## src/rtl/sgap_pkg.sv

```systemverilog
package sgap_pkg;
  localparam int unsigned DEF_RELOAD = 10000;

  typedef enum logic {
    GAP_NORMAL = 1'b0,
    GAP_SHORT  = 1'b1
  } gap_sel_e;
endpackage

```

## src/rtl/sgap_holdoff.sv

```systemverilog
module sgap_holdoff #(
  parameter int unsigned RELOAD = sgap_pkg::DEF_RELOAD,
  localparam int unsigned CNT_W = $clog2(RELOAD + 1)
) (
  input  logic clk,
  input  logic rst_n,
  input  logic arm,
  output logic idle
);
  logic [CNT_W-1:0] cnt_q, cnt_d;
  logic             cnt_en;

  always_comb begin
    cnt_en = arm || (cnt_q != '0);
    cnt_d  = cnt_q;
    if (arm)               cnt_d = CNT_W'(RELOAD);
    else if (cnt_q != '0)  cnt_d = cnt_q - 1'b1;
  end

  always_ff @(posedge clk or negedge rst_n) begin
    if (!rst_n)      cnt_q <= '0;
    else if (cnt_en) cnt_q <= cnt_d;
  end

  assign idle = (cnt_q == '0);

  a_r4_load: assert property (@(posedge clk) disable iff (!rst_n)
    arm |=> cnt_q == CNT_W'(RELOAD));
  a_r5_countdown: assert property (@(posedge clk) disable iff (!rst_n)
    (!arm && cnt_q != '0) |=> cnt_q == $past(cnt_q) - 1'b1);
  a_r5_floor: assert property (@(posedge clk) disable iff (!rst_n)
    (!arm && cnt_q == '0) |=> cnt_q == '0);
endmodule

```

## src/rtl/sgap_gate.sv

```systemverilog
module sgap_gate (
  input  logic clk,
  input  logic rst_n,
  input  logic sgap_en,
  input  logic limit_en,
  input  logic sgap_req,
  input  logic pkt_start,
  input  logic hold_idle,
  output logic arm,
  output logic grant
);
  import sgap_pkg::*;

  gap_sel_e sel_q, sel_d;
  logic     allow;

  always_comb begin
    allow = sgap_en && sgap_req && (!limit_en || hold_idle);
    sel_d = allow ? GAP_SHORT : GAP_NORMAL;
    arm   = pkt_start && allow && limit_en;
  end

  always_ff @(posedge clk or negedge rst_n) begin
    if (!rst_n)         sel_q <= GAP_NORMAL;
    else if (pkt_start) sel_q <= sel_d;
  end

  assign grant = (sel_q == GAP_SHORT);

  a_r1_no_enable: assert property (@(posedge clk) disable iff (!rst_n)
    (pkt_start && !sgap_en) |=> !grant);
  a_r2_no_request: assert property (@(posedge clk) disable iff (!rst_n)
    (pkt_start && !sgap_req) |=> !grant);
  a_r6_refuse: assert property (@(posedge clk) disable iff (!rst_n)
    (pkt_start && limit_en && !hold_idle) |=> !grant);
  a_r8_hold: assert property (@(posedge clk) disable iff (!rst_n)
    !pkt_start |=> $stable(grant));
endmodule

```

## src/rtl/sgap_limiter.sv

```systemverilog
module sgap_limiter #(
  parameter int unsigned RELOAD = sgap_pkg::DEF_RELOAD
) (
  input  logic clk,
  input  logic rst_n,
  input  logic sgap_en,
  input  logic limit_en,
  input  logic sgap_req,
  input  logic pkt_start,
  output logic sgap_grant
);
  logic [1:0] rst_sync_q;
  logic       rst_n_int;
  logic       arm;
  logic       hold_idle;

  always_ff @(posedge clk or negedge rst_n) begin
    if (!rst_n) rst_sync_q <= 2'b00;
    else        rst_sync_q <= {rst_sync_q[0], 1'b1};
  end
  assign rst_n_int = rst_sync_q[1];

  sgap_holdoff #(.RELOAD(RELOAD)) u_holdoff (
    .clk   (clk),
    .rst_n (rst_n_int),
    .arm   (arm),
    .idle  (hold_idle)
  );

  sgap_gate u_gate (
    .clk       (clk),
    .rst_n     (rst_n_int),
    .sgap_en   (sgap_en),
    .limit_en  (limit_en),
    .sgap_req  (sgap_req),
    .pkt_start (pkt_start),
    .hold_idle (hold_idle),
    .arm       (arm),
    .grant     (sgap_grant)
  );

  a_r3_unlimited: assert property (@(posedge clk) disable iff (!rst_n_int)
    (pkt_start && sgap_en && sgap_req && !limit_en) |=> sgap_grant);
  a_r9_reset_grant: assert property (@(posedge clk)
    !rst_n_int |-> !sgap_grant);
endmodule

```

## config.mk

```make
export PLATFORM = sky130hd
export DESIGN_NAME = sgap_limiter
export DESIGN_NICKNAME = d
export VERILOG_FILES = /design/src/rtl/sgap_pkg.sv /design/src/rtl/sgap_holdoff.sv /design/src/rtl/sgap_gate.sv /design/src/rtl/sgap_limiter.sv
export SDC_FILE = /design/constraint.sdc
export NUM_CORES = 1
export LEC_CHECK = 0
export CORE_AREA = 2 2 46 48
export DETAILED_ROUTE_END_ITERATION = 8
export DIE_AREA = 0 0 48 50
export HOLD_SLACK_MARGIN = 0.06
export PLACE_DENSITY = 0.7
export SLEW_MARGIN = 20
export SYNTH_ARGS = -nofsm -noshare
export SYNTH_HDL_FRONTEND = slang
export SYNTH_SLANG_ARGS = --single-unit
```

## constraint.sdc

```tcl
create_clock -name clk -period 0.8 [get_ports clk]
set_clock_uncertainty 0.2 [all_clocks]
set_input_delay 0.16 -clock clk [delete_from_list [all_inputs] [get_ports clk]]
set_output_delay 0.16 -clock clk [all_outputs]
set_load 0.02 [all_outputs]
```

# == Yosys cells after proc, flatten, opt, wreduce, memory -nomap -nowiden ==
# Cells that the tools add are included.
# totals
register_bits,17
wordCells,18
# classes
muxes,3
n_addsub,1
reduce_logical,11
# op_table
op,n
2-to-1 mux 14 bit,2
logical NOT 14 bit,1
nonzero test 14 bit,1
"subtractor 14 x 1 -> 14 bit, second input constant",1
logical AND 1 bit,4
logical OR 1 bit,2
AND reduction 2 bit,1
nonzero test 2 bit,1
logical NOT 1 bit,1
2-to-1 mux 1 bit,1

# == Depth between registers and ports, before layout ==
# logic_depth
depth_word,7
depth_mapped,7
mapped_depth_nobuf,6

# == By module ==
# Synthesis repeated with hierarchy kept, for this count alone.
# unflattened
hier_cells,89
hier_area_um2,904.6
# by_module_without_submodules
mod,cells_per_inst,instances,area_per_inst_um2,seq_area_each_um2
sgap_holdoff,79,1,790.8,350.3
sgap_gate,7,1,60.1,25.0
sgap_limiter,3,1,53.8,50.0

# == Least setup slack after synthesis ==
# No wires, ideal clock.
# synth_timing
path_kind,flip-flop to flip-flop
start,reg u_holdoff.cnt_q[0]
end,reg u_holdoff.cnt_q[10]
setup_slack_ns,-0.993
arrival_time_ns,1.471
stages_incl_launch_ff,7
required_time_ns,0.478
n_path_buf,0
setup_time_ns,0.122
path_cell_list,dfrtp_1 inv_1 ha_1 or3b_4 nor3_4 and4_1 o21ai_2
# synth_between
elab_chain_len,7
word_cells_on_any_way,12
classes_between,add/sub (1); mux (2); reduce/logical (9)
# synth_lines
element,line_no,text
from (decl),sgap_holdoff.sv:10,"logic [CNT_W-1:0] cnt_q, cnt_d;"
from (signal assigned),sgap_holdoff.sv:22,else if (cnt_en) cnt_q <= cnt_d;
branches (longest 7 deep; another with subtractor 14 x 1 -> 14 bit),n/a,
# Several ways; the timed one is not identified. The select of a mux whose other input is x is not followed.
# A chain may end at the register's enable or synchronous reset.

# == Final worst setup path ==
# layout_timing
start,reg u_holdoff.cnt_q[0]
end,reg u_holdoff.cnt_q[8]
# Same word-level chain as after synthesis.

==> key figures <==
Yosys
  • Yosys cell types: 34
  • Area fraction of the dominant cell type after synthesis: a little under half
  • Post-synth EDFFs: 0
  • Synth Cell Area: about 900 um^2
  • Yosys warnings: 0
  • Net count after synthesis: between 90 and 100
  • Main synth FF type: dfrtp_1
  • Flops & latches, synth: 17
  • Leading area contributor after synthesis: dfrtp_1
  • Sequential fraction of the synthesis area: between 40% and 50%
  • Async SR Flop Fraction: 100%
  • Dominant cells by area after synthesis: dfrtp_1 47%, xnor2_1 5.9%, nand3_1 3.4%
  • Post-Syn Instances: 86
  • Post-Syn Area per Cell: between 10 and 15 um^2

Setup path
  • Cell Chain, Critical Path: inv_2 > ha_4 > or3b_4 > or3_4 > o21ai_2
  • CP max-delay cell: or3_4
  • Startpoint types: register
  • CP arrival: 1.86 ns
  • CP Max Fanout: 4
  • CP max stage delay: about 0.45 ns
  • R2r setup slk: -1.03 ns
  • WS Path Type: reg2reg
  • Setup crit end kind: register
  • WP data required: 0.83 ns

Layout
  • FILL cells: roughly 130
  • Final Cell Area: 1370 um^2
  • Layout cells sized above 1: roughly 51%
  • Post-layout util: between 70% and 80%
  • Fin nets: around 130
  • # diodes: 0
  • Layout area overhead: 53.4%

Floorplan
  • Die height: 50 um
  • Die area: 2400 um^2
  • Initial Util: 47.1%
  • Die W: approximately 48 um
  • FP Rows: 16
  • I/O pins: 7
  • Core Area: 1900 um^2

Pwr
  • Peak supply drop: approximately 1600 uV
  • P per Cell Area: between 2000 and 3000 nW/um^2
  • Leakage: between 0.5 and 0.6 nW
  • Power Total: a little under 4 mW

Outcome
  • Status: complete, but fails checks
  • Failing checks: hold timing, setup timing

Global routing
  • First-pass GRT wire length: between 3000 and 4000 um
  • Vias in the first global route: between 800 and 900
  • Initial antenna violation count: 0
  • Pin count of the biggest net entering global routing: 16
  • Gr usage total: between 20 and 25%
  • Overflow after GRT: 0

Placed design
  • GPL Wtd Cong: around 0.88
  • Placed Area: ~1200 um^2
  • IO Port Bufs: 6
  • Post-DP HPWL: between 1500 and 2000 um

Clocking
  • Skew-Pair Late Insertion Delay: between 0.2 and 0.3 ns
  • Root buffer selected by CTS: clkbuf_4
  • CTS tree: done
  • Num Clock Sinks: 17
  • Clock tree buffer depth: 2
  • Worst-path clk slew: 0.10 ns
  • CTS Buf Count: 3
  • H-tree depth: 1

STA
  • Unrepaired setup endpoints after global routing: true
  • Final setup fails: 16
  • Hold Vio Cnt, Final: 8
  • Min Clock Period, post-route: between 1.5 and 2 ns
  • Post-route setup slack: -1.03 ns
  • Fin Setup TNS: -15.20 ns
  • Worst hold slack: -0.187 ns
  • F_max: approximately 0.55 GHz
  • Part of the cycle the worst path needs: 229%
  • Max Slew Vio Count: 0

Detailed routing
  • DRT Wirelength: 2220 um
  • Wire per inst: between 10 and 15 um
  • Vias per cell: around 5.5
  • Residual DRC count: 0
  • First-pass iteration count of the detailed router: 4
  • DR iter-0 viols: 8
  • Vias: roughly 830
  • DRT antenna net count: 0

Flow run
  • Max_cap viols: 0

Min path
  • Worst min path class: in2async
-- cell type report --
cell class | count | area (um^2) | share of cell area [%]
multi-input cells | 62 | 556 | 40.4
flip-flops and latches | 17 | 425 | 31.0
repair buffers | 37 | 314 | 22.9
well taps | 27 | 33.8 | 2.46
clock buffers | 4 | 26.3 | 1.91
inverters | 5 | 18.8 | 1.37
-- sequential cells by signal (all words and copies together) (netlist names) --
signal,cells
rst_sync_q,2
u_gate.grant,1
u_holdoff.cnt_q,14
-- metal layers --
layer	GRT usage [%]	vias up	part of all wire [%]
li1	-	397	-
met1	24.1	401	41
met2	34.9	25	54
met3	3.66	8	3.3
met4	9.01	0	2.1
met5	0	-	0
-- synthesized netlist by cell type (2+ instances only) --
cell type / count
o21ai_2: 2
nor3_1: 4
o21ai_0: 3
inv_1: 5
dfrtp_1: 17
nor2_1: 4
or3_4: 2
a21oi_1: 4
nand3_1: 6
a31oi_1: 2
nand4_1: 3
xnor2_1: 6
nand2_1: 5
nor4_1: 3
-- critical path, delay by kind of cell (launching register included) --
family	cells	cell delay, ns
compound gates	1	0.07
fa+ha+maj	1	0.13
simple gates	2	0.86
buf+inv	1	0.09
flops	1	0.42
-- cell usage in the layout, fill, tap and decap left out, types with 2 or more instances in the layout --
cell / synthesis / final
buf_4: 0 / 28
o21ai_2: 2 / 3
nor4_1: 3 / 2
nor4_4: 1 / 2
o21ai_0: 3 / 2
a21oi_2: 0 / 2
nand3_1: 6 / 2
clkdlybuf4s50_1: 0 / 5
nand2_1: 5 / 4
buf_6: 0 / 3
clkbuf_4: 0 / 3
inv_1: 5 / 3
inv_2: 0 / 2
dfrtp_1: 17 / 17
nor2_1: 4 / 4
nor3_4: 1 / 3
a21oi_1: 4 / 2
nor3_1: 4 / 3
nand4_1: 3 / 3
or3_4: 2 / 2
nand3_2: 1 / 5
xnor2_1: 6 / 5
-- logic make-up after synthesis --
kind of cell / Yosys count / synth area share [%]
compound gates: 14 / 9.78
xor+xnor: 6 / 5.87
fa+ha+maj: 1 / 1.40
buf+inv: 7 / 3.07
flops: 17 / 47.5
mux: 1 / 1.26
other cells: 1 / 0.419
simple gates: 39 / 30.7
-- final timing paths --
kind / start / end / cells after the start
min reg2reg: rst_sync_q[1] / u_holdoff.cnt_q[5] / 1
max in group asynchronous: rst_sync_q[1] / u_holdoff.cnt_q[12] / 1
min: rst_n / rst_sync_q[0] / 1
max reg2reg: u_holdoff.cnt_q[0] / u_holdoff.cnt_q[8] / 5
max: u_holdoff.cnt_q[0] / u_holdoff.cnt_q[8] / 5
min in group clk: rst_sync_q[0] / rst_sync_q[1] / 0
-- timing repair --
action                     4_1_cts  5_1_grt
setup endpoints to repair       16       16
setup buffers                    3        3
hold endpoints to repair        17       17
resized for setup               16        6
pin swaps                        8        6
-- report_power, final --
group / switching (mW) / internal [mW]
Clock: 0.284 / 0.194
Sequential: 0.304 / 1.10
Combinational: 0.916 / 1.05
-- metrics by stage --
step                instances  setup slack, ns
detailed placement        142            -1.02
floorplan                  86           -0.986
global route              152            -1.09
global placement          142           -0.985
finish                    152            -1.03
CTS                       149            -1.00
(Power assumes the default switching activity.)
